## config.mk

```make
export PLATFORM = sky130hd
export DESIGN_NAME = bytelane_sram_ctrl
export DESIGN_NICKNAME = d
export VERILOG_FILES = /design/src/rtl/bls_pkg.sv /design/src/rtl/bls_fsm.sv /design/src/rtl/bls_hold.sv /design/src/rtl/bls_pins.sv /design/src/rtl/bytelane_sram_ctrl.sv
export SDC_FILE = /design/constraint.sdc
export NUM_CORES = 1
export LEC_CHECK = 0
export BUFFER_PORTS_ARGS = -buffer_cell sky130_fd_sc_hd__buf_2
export CORE_MARGIN = 2
export CORE_UTILIZATION = 44
export CTS_BUF_LIST = sky130_fd_sc_hd__clkbuf_8
export DETAILED_ROUTE_END_ITERATION = 6
export GPL_TIMING_DRIVEN = 0
export PLACE_DENSITY = 0.86
export SLEW_MARGIN = 20
export SYNTH_ARGS = -nofsm -noshare
export SYNTH_HDL_FRONTEND = slang
export SYNTH_SLANG_ARGS = --single-unit
export TNS_END_PERCENT = 50
```

## constraint.sdc

```tcl
create_clock -name clk -period 1.3 [get_ports clk]
set_input_delay 0.39 -clock clk [delete_from_list [all_inputs] [get_ports clk]]
set_output_delay 0.39 -clock clk [all_outputs]
set_load 0.01 [all_outputs]
```

## src/rtl/bls_pkg.sv

```systemverilog
`timescale 1ns/1ps
package bls_pkg;

  typedef enum logic [2:0] {
    ST_IDLE,
    ST_RD_SETUP,
    ST_RD_WAIT,
    ST_RD_CAP,
    ST_WR_SETUP,
    ST_WR_PULSE,
    ST_WR_REC,
    ST_TURN
  } bls_state_e;

  // nanoseconds to whole clock cycles, rounded up
  function automatic int cyc_ceil(input int t_ns, input int clk_ps);
    return (t_ns * 1000 + clk_ps - 1) / clk_ps;
  endfunction

  function automatic int imax(input int a, input int b);
    return (a > b) ? a : b;
  endfunction

endpackage

```

## src/rtl/bls_fsm.sv

```systemverilog
`timescale 1ns/1ps
module bls_fsm
  import bls_pkg::*;
#(
  parameter int RD_WAIT_C  = 5,
  parameter int WR_PULSE_C = 4,
  parameter int WR_REC_C   = 1,
  parameter int TURN_C     = 2,
  parameter int CNT_W      = 3
) (
  input  logic       clk,
  input  logic       rst_n,
  input  logic       req_valid,
  input  logic       req_write,
  output logic       req_ready,
  output logic       accept,
  output logic       sample,
  output logic       rsp_valid,
  output bls_state_e state
);

  localparam logic [CNT_W-1:0] LD_RD   = CNT_W'(RD_WAIT_C - 1);
  localparam logic [CNT_W-1:0] LD_WP   = CNT_W'(WR_PULSE_C - 1);
  localparam logic [CNT_W-1:0] LD_WR   = CNT_W'(WR_REC_C - 1);
  localparam logic [CNT_W-1:0] LD_TURN = CNT_W'(TURN_C - 1);

  bls_state_e       nxt;
  logic [CNT_W-1:0] cnt, cnt_nxt;
  logic             cnt_zero;

  assign cnt_zero = (cnt == '0);

  always_comb begin
    nxt     = state;
    cnt_nxt = cnt_zero ? '0 : cnt - 1'b1;
    case (state)
      ST_IDLE:     if (req_valid) nxt = req_write ? ST_WR_SETUP : ST_RD_SETUP;
      ST_RD_SETUP: begin nxt = ST_RD_WAIT;  cnt_nxt = LD_RD;   end
      ST_RD_WAIT:  if (cnt_zero) nxt = ST_RD_CAP;
      ST_RD_CAP:   begin nxt = ST_TURN;     cnt_nxt = LD_TURN; end
      ST_WR_SETUP: begin nxt = ST_WR_PULSE; cnt_nxt = LD_WP;   end
      ST_WR_PULSE: if (cnt_zero) begin nxt = ST_WR_REC; cnt_nxt = LD_WR; end
      ST_WR_REC:   if (cnt_zero) begin nxt = ST_TURN; cnt_nxt = LD_TURN; end
      ST_TURN:     if (cnt_zero) nxt = ST_IDLE;
      default:     nxt = ST_IDLE;
    endcase
  end

  always_ff @(posedge clk or negedge rst_n) begin
    if (!rst_n) begin
      state <= ST_IDLE;
      cnt   <= '0;
    end else begin
      state <= nxt;
      cnt   <= cnt_nxt;
    end
  end

  assign req_ready = (state == ST_IDLE);
  assign accept    = req_ready && req_valid;
  assign sample    = (state == ST_RD_WAIT) && cnt_zero;
  assign rsp_valid = (state == ST_RD_CAP) || ((state == ST_WR_REC) && cnt_zero);

  // the read sample edge is followed by the done pulse
  assert_sample_then_done_R5: assert property (@(posedge clk) disable iff (!rst_n)
    sample |=> rsp_valid);

endmodule

```

## src/rtl/bls_hold.sv

```systemverilog
`timescale 1ns/1ps
module bls_hold #(
  parameter int ADDR_W = 18,
  parameter int DATA_W = 16,
  parameter int LANES  = 2
) (
  input  logic              clk,
  input  logic              rst_n,
  input  logic              accept,
  input  logic              sample,
  input  logic [ADDR_W-1:0] in_addr,
  input  logic [DATA_W-1:0] in_wdata,
  input  logic [LANES-1:0]  in_mask,
  input  logic [DATA_W-1:0] ram_dq_in,
  output logic [ADDR_W-1:0] h_addr,
  output logic [DATA_W-1:0] h_wdata,
  output logic [LANES-1:0]  h_mask,
  output logic [DATA_W-1:0] rdata
);

  localparam int LANE_W = DATA_W / LANES;

  always_ff @(posedge clk or negedge rst_n) begin
    if (!rst_n) begin
      h_addr  <= '0;
      h_wdata <= '0;
      h_mask  <= '0;
    end else if (accept) begin
      h_addr  <= in_addr;
      h_wdata <= in_wdata;
      h_mask  <= in_mask;
    end
  end

  logic [LANE_W-1:0] lane_q [LANES];

  for (genvar g = 0; g < LANES; g++) begin : g_lane
    always_ff @(posedge clk or negedge rst_n) begin
      if (!rst_n)      lane_q[g] <= '0;
      else if (sample) lane_q[g] <= h_mask[g] ? ram_dq_in[g*LANE_W +: LANE_W] : '0;
    end
    assign rdata[g*LANE_W +: LANE_W] = lane_q[g];

    // an unselected lane reads back as zero
    assert_lane_zero_R4: assert property (@(posedge clk) disable iff (!rst_n)
      (sample && !h_mask[g]) |=> (rdata[g*LANE_W +: LANE_W] == '0));
  end

endmodule

```

## src/rtl/bls_pins.sv

```systemverilog
`timescale 1ns/1ps
module bls_pins
  import bls_pkg::*;
#(
  parameter int ADDR_W     = 18,
  parameter int DATA_W     = 16,
  parameter int LANES      = 2,
  parameter int WR_PULSE_C = 4,
  parameter int TURN_C     = 2
) (
  input  logic              clk,
  input  logic              rst_n,
  input  bls_state_e        state,
  input  logic [ADDR_W-1:0] h_addr,
  input  logic [DATA_W-1:0] h_wdata,
  input  logic [LANES-1:0]  h_mask,
  output logic [ADDR_W-1:0] ram_addr,
  output logic              ram_ce_n,
  output logic              ram_we_n,
  output logic              ram_oe_n,
  output logic [LANES-1:0]  ram_be_n,
  output logic [DATA_W-1:0] ram_dq_out,
  output logic              ram_dq_oe
);

  logic in_access, in_write;

  assign in_write  = state inside {ST_WR_SETUP, ST_WR_PULSE, ST_WR_REC};
  assign in_access = in_write || (state inside {ST_RD_SETUP, ST_RD_WAIT, ST_RD_CAP});

  assign ram_addr   = h_addr;
  assign ram_ce_n   = !in_access;
  assign ram_be_n   = in_access ? ~h_mask : '1;
  assign ram_oe_n   = (state != ST_RD_WAIT);
  assign ram_we_n   = (state != ST_WR_PULSE);
  assign ram_dq_out = h_wdata;
  assign ram_dq_oe  = in_write;

  // observation counters for the timing checks below
  localparam int WEC_W = $clog2(WR_PULSE_C + 1);
  localparam int TRC_W = $clog2(TURN_C + 1);

  logic [WEC_W-1:0] we_low_cnt;
  logic [TRC_W-1:0] since_oe;

  always_ff @(posedge clk or negedge rst_n) begin
    if (!rst_n) begin
      we_low_cnt <= '0;
      since_oe   <= TRC_W'(TURN_C);
    end else begin
      if (ram_we_n)                                we_low_cnt <= '0;
      else if (we_low_cnt != WEC_W'(WR_PULSE_C))   we_low_cnt <= we_low_cnt + 1'b1;
      if (!ram_oe_n)                               since_oe <= '0;
      else if (since_oe != TRC_W'(TURN_C))         since_oe <= since_oe + 1'b1;
    end
  end

  assert_no_drive_under_read_R6: assert property (@(posedge clk) disable iff (!rst_n)
    ram_dq_oe |-> ram_oe_n);

  assert_we_qualified_R2: assert property (@(posedge clk) disable iff (!rst_n)
    !ram_we_n |-> (!ram_ce_n && ram_oe_n));

  assert_pins_steady_R3: assert property (@(posedge clk) disable iff (!rst_n)
    (!ram_we_n || $past(!ram_we_n)) |-> ($stable(ram_addr) && $stable(ram_dq_out) && ram_dq_oe));

  assert_we_width_R3: assert property (@(posedge clk) disable iff (!rst_n)
    $rose(ram_we_n) |-> (we_low_cnt >= WEC_W'(WR_PULSE_C)));

  assert_bus_turn_R7: assert property (@(posedge clk) disable iff (!rst_n)
    $rose(ram_dq_oe) |-> (since_oe >= TRC_W'(TURN_C)));

endmodule

```

## src/rtl/bytelane_sram_ctrl.sv

```systemverilog
`timescale 1ns/1ps
module bytelane_sram_ctrl
  import bls_pkg::*;
#(
  parameter int ADDR_W     = 18,
  parameter int DATA_W     = 16,
  parameter int CLK_PS     = 10000,
  parameter int SLOW_GRADE = 0
) (
  input  logic                     clk,
  input  logic                     rst_n,
  input  logic                     req_valid,
  output logic                     req_ready,
  input  logic                     req_write,
  input  logic [ADDR_W-1:0]        req_addr,
  input  logic [DATA_W-1:0]        req_wdata,
  input  logic [DATA_W/8-1:0]      req_mask,
  output logic                     rsp_valid,
  output logic [DATA_W-1:0]        rsp_rdata,
  output logic [ADDR_W-1:0]        ram_addr,
  output logic                     ram_ce_n,
  output logic                     ram_we_n,
  output logic                     ram_oe_n,
  output logic [DATA_W/8-1:0]      ram_be_n,
  output logic [DATA_W-1:0]        ram_dq_out,
  output logic                     ram_dq_oe,
  input  logic [DATA_W-1:0]        ram_dq_in
);

  localparam int LANES = DATA_W / 8;

  // nanosecond minimums per grade
  localparam int T_AA  = SLOW_GRADE ? 70 : 55;
  localparam int T_DOE = SLOW_GRADE ? 35 : 25;
  localparam int T_WC  = SLOW_GRADE ? 70 : 55;
  localparam int T_PWE = SLOW_GRADE ? 50 : 40;
  localparam int T_SCE = SLOW_GRADE ? 60 : 40;
  localparam int T_SD  = SLOW_GRADE ? 30 : 25;
  localparam int T_REL = SLOW_GRADE ? 25 : 20;

  localparam int RD_WAIT_C  = imax(1, imax(cyc_ceil(T_AA, CLK_PS) - 1, cyc_ceil(T_DOE, CLK_PS)));
  localparam int WR_PULSE_C = imax(1, imax(cyc_ceil(T_PWE, CLK_PS),
                                           cyc_ceil(imax(T_SCE, T_SD), CLK_PS) - 1));
  localparam int WR_REC_C   = imax(1, cyc_ceil(T_WC, CLK_PS) - 1 - WR_PULSE_C);
  localparam int TURN_C     = imax(1, cyc_ceil(T_REL, CLK_PS));
  localparam int MAX_C      = imax(imax(RD_WAIT_C, WR_PULSE_C), imax(WR_REC_C, TURN_C));
  localparam int CNT_W      = imax(1, $clog2(MAX_C + 1));

  bls_state_e          state;
  logic                accept, sample;
  logic [ADDR_W-1:0]   h_addr;
  logic [DATA_W-1:0]   h_wdata;
  logic [LANES-1:0]    h_mask;

  bls_fsm #(
    .RD_WAIT_C (RD_WAIT_C),
    .WR_PULSE_C(WR_PULSE_C),
    .WR_REC_C  (WR_REC_C),
    .TURN_C    (TURN_C),
    .CNT_W     (CNT_W)
  ) u_fsm (
    .clk      (clk),
    .rst_n    (rst_n),
    .req_valid(req_valid),
    .req_write(req_write),
    .req_ready(req_ready),
    .accept   (accept),
    .sample   (sample),
    .rsp_valid(rsp_valid),
    .state    (state)
  );

  bls_hold #(
    .ADDR_W(ADDR_W),
    .DATA_W(DATA_W),
    .LANES (LANES)
  ) u_hold (
    .clk      (clk),
    .rst_n    (rst_n),
    .accept   (accept),
    .sample   (sample),
    .in_addr  (req_addr),
    .in_wdata (req_wdata),
    .in_mask  (req_mask),
    .ram_dq_in(ram_dq_in),
    .h_addr   (h_addr),
    .h_wdata  (h_wdata),
    .h_mask   (h_mask),
    .rdata    (rsp_rdata)
  );

  bls_pins #(
    .ADDR_W    (ADDR_W),
    .DATA_W    (DATA_W),
    .LANES     (LANES),
    .WR_PULSE_C(WR_PULSE_C),
    .TURN_C    (TURN_C)
  ) u_pins (
    .clk       (clk),
    .rst_n     (rst_n),
    .state     (state),
    .h_addr    (h_addr),
    .h_wdata   (h_wdata),
    .h_mask    (h_mask),
    .ram_addr  (ram_addr),
    .ram_ce_n  (ram_ce_n),
    .ram_we_n  (ram_we_n),
    .ram_oe_n  (ram_oe_n),
    .ram_be_n  (ram_be_n),
    .ram_dq_out(ram_dq_out),
    .ram_dq_oe (ram_dq_oe)
  );

  assert_ready_only_idle_R1: assert property (@(posedge clk) disable iff (!rst_n)
    req_ready |-> (ram_ce_n && !ram_dq_oe));

  assert_ready_drops_R1: assert property (@(posedge clk) disable iff (!rst_n)
    (req_valid && req_ready) |=> !req_ready);

  assert_done_single_R5: assert property (@(posedge clk) disable iff (!rst_n)
    rsp_valid |=> !rsp_valid);

  assert_read_strobes_R4: assert property (@(posedge clk) disable iff (!rst_n)
    !ram_oe_n |-> (ram_we_n && !ram_ce_n));

  assert_empty_mask_R8: assert property (@(posedge clk) disable iff (!rst_n)
    (accept && req_mask == '0) |=> (ram_be_n == '1));

endmodule

```

---- Word-level counts from Yosys, hierarchy flattened ----
Index checks and enable logic that the tools add are counted.
storage, ports and cells
  word-level logic and storage cells ...... 48
  output and inout port bits .............. 58
  ROM bits ................................ 0
  bits in latches ......................... 0
  bits in writable memories ............... 0
  memories ................................ 0
  bits in registers ....................... 58
operators by class
  add/sub/neg operators ................... 1
  shifts and indexed selects .............. 0
  mux-type cells .......................... 14
  reductions and logical operators ........ 11
  equality and inequality tests ........... 14
  divide/modulo/power cells ............... 0
  magnitude comparators ................... 0
  bitwise logic cells ..................... 1
  multiply operators ...................... 0
operators with widths
  cell                                                   number
  2-to-1 mux 3 bit                                       9
  one-hot mux 3 bit (8 select lines)                     1
  2-to-1 mux 8 bit                                       2
  one-hot mux 3 bit (5 select lines)                     1
  equality test 3 bit, second input constant             4
  inequality test 2 x 1 -> 1 bit, second input constant  4
  equality test 3 x 2 -> 1 bit, second input constant    2
  logical NOT 3 bit                                      2
  nonzero test 3 bit                                     2
  AND reduction 5 bit                                    1
  equality test 3 x 1 -> 1 bit, second input constant    1
  logical AND 1 bit                                      3
  inequality test 3 x 2 -> 1 bit, second input constant  1
  inequality test 3 bit, second input constant           1
  subtractor 3 x 1 -> 3 bit, second input constant       1
  logical OR 1 bit                                       2
  2-to-1 mux 2 bit                                       1
  inequality test 2 bit, second input constant           1
  NOT 2 bit                                              1
  logical NOT 1 bit                                      1

---- Depth between registers and ports, before layout ----
  depth in word-level cells ............... 4
  mapped depth ............................ 5
  gate-level depth less buffers ........... 3

---- Modules after synthesis ----
A second synthesis with hierarchy kept.
second synthesis, totals
  cells, all modules ...................... 227
  area total of the unflattened synthesis .. 2826.5 sq um
modules (own cells, without submodules)
  module    area an instance (sq um)  cells each  seq. area each (sq um)  instances
  bls_hold  2132.0                    145         1301.2                  1
  bls_fsm   385.4                     40          150.1                   1
  bls_pins  309.0                     42          0.0                     1

---- Worst setup path after synthesis ----
OpenSTA, ideal clock, no wires.
  path kind ............................... register to register
  start point ............................. register u_fsm.state[1]
  end point ............................... register u_hold.h_addr[0]
  slack ................................... -0.286 ns
  setup time .............................. 0.125 ns
  period minus slack after synthesis ...... 1.586 ns
  required time ........................... 1.175 ns
  stages on the path, launching flop included .. 6
  buffers on the path ..................... 2
  data arrival time ....................... 1.461 ns
  cell sequence ........................... dfrtp_1 -> nor3_2 -> and2_1 -> buf_6 -> buf_12 -> mux2_4
between the ends
  longest elaborated chain between the ends .. 2
RTL lines
  what                      line                      text
  start: declaration        bls_fsm.sv:19             output bls_state_e state
  start signal: assignment  bls_fsm.sv:54             state <= nxt;
  logical NOT 3 bit         bls_fsm.sv:59             assign req_ready = (state == ST_IDLE);
  via req_ready             bytelane_sram_ctrl.sv:13  output logic req_ready,
  logical AND 1 bit         bls_fsm.sv:60             assign accept = req_ready && req_valid;
  end signal: assignment    bls_hold.sv:29            h_addr <= in_addr;
  end: declaration          bls_hold.sv:15            output logic [ADDR_W-1:0] h_addr,
The timed path passes the listed nets, and every way through them passes these cells.
A chain may end at the register's enable or synchronous reset.

---- Worst setup path after layout ----
  start point ............................. register u_fsm.state[1]
  end point ............................... output port ram_we_n
between the ends
  longest elaborated chain between the ends .. 1
RTL lines
  what                   line                      text
  inequality test 3 bit  bls_pins.sv:35            assign ram_we_n = (state != ST_WR_PULSE);
  end: declaration       bytelane_sram_ctrl.sv:22  output logic ram_we_n,
No other way between the ends.

==> impl_metrics.yaml <==
setup_path:
  worst-setup-path-type: "flip-flop to primary output"
  crit_path_largest_cell_delay_ps: 430
  crit_path_start_kind: "flip-flop"
  critical_path_slowest_stage_cell: "dfrtp_2"
  path_cells: "clkbuf_8, or3_1, buf_2"
  worst-path-max-fanout: 3
  timing.critical_path.to_type: "primary output"
  timing.critical_path.arrival_ps: 1400
  critPathRequiredTime_ps: 910
place:
  placed_cell_area_um2: 3260
  dp.final_hpwl_um: 3970
  post_placement_setup_slack_ps: -320
  numPortBuffers: 113
  gpl.final_weighted_congestion: 0.778
timing:
  timing.fmax_mhz: 559
  fin_ws_ps: -489
  setup_violations: 62
  fin_crit_ps: 1790
  worst_pin_slew_ps: 697
  post_route_fraction_of_the_period_consumed_by_the_critical_path_pct: 138
  timing.max_slew.rel_slack_pct: 53.5
  finalHoldViolCount: 0
  skew_ps: 7.09
  timing_max_transition_violations_final: 0
  grt_setup_unrepaired: "true"
final_layout:
  fin_area_um2: 3640
  design.final.nets: 390
  diodes: 0
  postLayoutCoreUtil_pct: 64.9
  area.growth.synth_to_final_pct: 40.4
  proportion_of_layout_cells_with_a_drive_suffix_above_1_pct: 59.6
clock_tree:
  cts-buffers-inserted: 9
  cts-htree-levels: 3
  cts.sink_count: 58
  clk-insertion-delay-late_ps: 320
  cts.clk_slew.worst_paths_ps: 60
  clock_tree_from_tritoncts: "yes"
  clk_path_buf_depth: 2
  holdBufCountCts: 0
  clock_tree.root_cell: "clkbuf_8"
grt:
  grt_overflow: 0
  grt_antenna_before_repair: 0
  grt_max_degree: 59
  first_global_vias: 1917
  groute.usage.overall_pct: 18.3
  wire_length_of_the_first_global_routing_pass_um: 8890
floorplan:
  dieArea_um2: 6520
  core.rowCount: 27
  floorplan.initialDensity_pct: 46.3
  top_level_ports: 114
  core_um2: 5610
  dieHeight_um: 80.8
  die_w_um: 80.8
power_and_ir_drop:
  combPwrFrac_pct: 46.3
  total_switching_power_uw: 2870
  internal-power_uw: 5450
  swShare_pct: 34.5
  p_per_area_nw_per_um2: 2290
  clock_share_of_power_pct: 16.1
  leakage_uw: 0.00199
  pwr-share-seq_pct: 37.6
  largest_vdd_supply_drop_mv: 1.34
yosys:
  ys_types: 29
  ys_seq_area_share_pct: 56.0
  syn-cell-area_um2: 2590
  syn-num-nets: 248
  syn-instance-count: 192
  avgSynthCellArea_um2: 13.5
  synth.ff_latch_count: 58
  yosysWarningCount: 0
route:
  detailedRoute.firstPassIterationCount: 4
  drt-wirelength-per-cell_um: 14.0
  drt.antenna.violating_nets: 0
  drt-initial-drc-count: 54
  detailed_route_via_count: 1935
  detail_route.wirelength_um: 5760
  drcViolationCount: 0
  detail_route.vias_per_cell: 4.71
hold_path:
  worstHoldPathType: "primary input to asynchronous set/reset pin"
flow_run:
  timing.max_cap.violations: 0
outcome:
  violations: "negative setup slack"
  outcome: "complete, but fails checks"
[metal layers]
layer  up-vias  GRT usage (%)  part of all wire (%)
met3        13           4.78                   6.7
met4         0           10.2                   2.3
met5         -              0                     0
li1        932              -                     -
met1       910           21.8                    42
met2        80           30.4                    49
[registers in the layout, indices dropped and copies added, names as in the netlist]
signal / count
u_fsm.cnt: 3
u_fsm.state: 3
u_hold.h_addr: 18
u_hold.h_mask: 2
u_hold.h_wdata: 16
u_hold.rdata: 16
[area by class of cell]
type                       instances  area, um^2
inverter                          19        71.3
buffer                            10         135
tap                               72        90.1
clock buffer                      10         138
sequential                        58        1460
timing repair buffer             131         718
clock inverter                     6        26.3
multi-input combinational        105        1010
fill                             439        1970
[through the flow]
stage	hold slack (ps)	power, uW	cells	setup TNS, ps
final	118	8320	411	-21020
after global routing	172	8900	411	-24550
after CTS	134	8310	407	-19030
after detailed placement	489	6470	377	-12100
after global placement	486	6310	377	-22250
after floorplan	94.4	5160	192	-8020
[cell families after synthesis]
kind of cell / share of synthesized area (%)
flops: 56.0
buf+inv: 6.75
simple gates: 8.25
compound gates: 2.51
fa+ha+maj: 0.386
mux: 26.1
[power by group through the flow]
stage	clock [uW]	combinational (uW)	sequential, uW
after floorplan	0	1680	3480
after global placement	0	3200	3110
after detailed placement	0	3310	3160
after CTS	1390	3800	3120
after global routing	1500	4180	3220
final	1340	3850	3130
[cells in the final DEF, fill, tap and decap left out, drive strengths merged]
cell type	netlist	routed
a211oi	2	2
nand4	1	1
or3	1	1
o211ai	1	1
nand3	2	2
maj3	1	1
dfrtp	58	58
mux2i	16	16
and3	5	5
nor3	4	4
nand2	21	21
o21ai	3	3
nor2	5	5
buf	9	140
nor3b	2	2
o21a	1	1
and2	1	1
mux2	36	36
inv	19	22
clkinv	0	3
a311o	1	1
clkbuf	1	11
a21oi	2	2
[Yosys cell counts]
master / number / share of area (%)
dfrtp_1: 58 / 56
mux2_4: 30 / 17
nand2_1: 21 / 3.0
inv_1: 19 / 2.7
mux2i_1: 16 / 6.2
mux2_2: 6 / 2.6
and3_1: 5 / 1.2
nor2_1: 5 / 0.72
buf_12: 3 / 2.3
o21ai_0: 3 / 0.58
a211oi_1: 2 / 0.58
a21oi_1: 2 / 0.39
buf_1: 2 / 0.29
buf_2: 2 / 0.39
buf_6: 2 / 0.87
nor3_1: 2 / 0.39
nor3b_1: 2 / 0.58
a311o_1: 1 / 0.39
and2_1: 1 / 0.24
clkbuf_1: 1 / 0.14
maj3_1: 1 / 0.39
nand3_1: 1 / 0.19
nand3_2: 1 / 0.39
nand4_1: 1 / 0.24
nor3_2: 1 / 0.39
nor3_4: 1 / 0.63
o211ai_1: 1 / 0.29
o21a_1: 1 / 0.29
or3_1: 1 / 0.24
[worst paths after layout]
| check | start | end | slack [ps] | depth (start not counted) |
|---|---|---|---|---|
| worst max-delay path | u_fsm.state[1] | ram_we_n | -490 | 3 |
| worst min-delay path | rst_n | u_hold.h_addr[1] | 120 | 1 |
| worst max register to register | u_fsm.state[1] | u_hold.h_wdata[11] | -460 | 6 |
| worst min register to register | u_hold.h_wdata[3] | u_hold.h_wdata[3] | 500 | 1 |
| max in group asynchronous | rst_n | u_fsm.state[1] | 670 | 1 |
| min in group clk | req_wdata[6] | u_hold.h_wdata[6] | 300 | 2 |
[repair_timing]
action / CTS / global route
setup buffers: 14 / 4
pin swaps: 4 / 7
endpoints found under the hold margin: 0 / 0
endpoints found under the setup margin: 62 / 57
resized for setup: 20 / 6
[critical path: cells and delay by family, from the launching register on]
family        cells  cell delay, ps
flops             1             430
simple gates      1             360
buf+inv           2             290
Power figures use the tool's default switching activity.
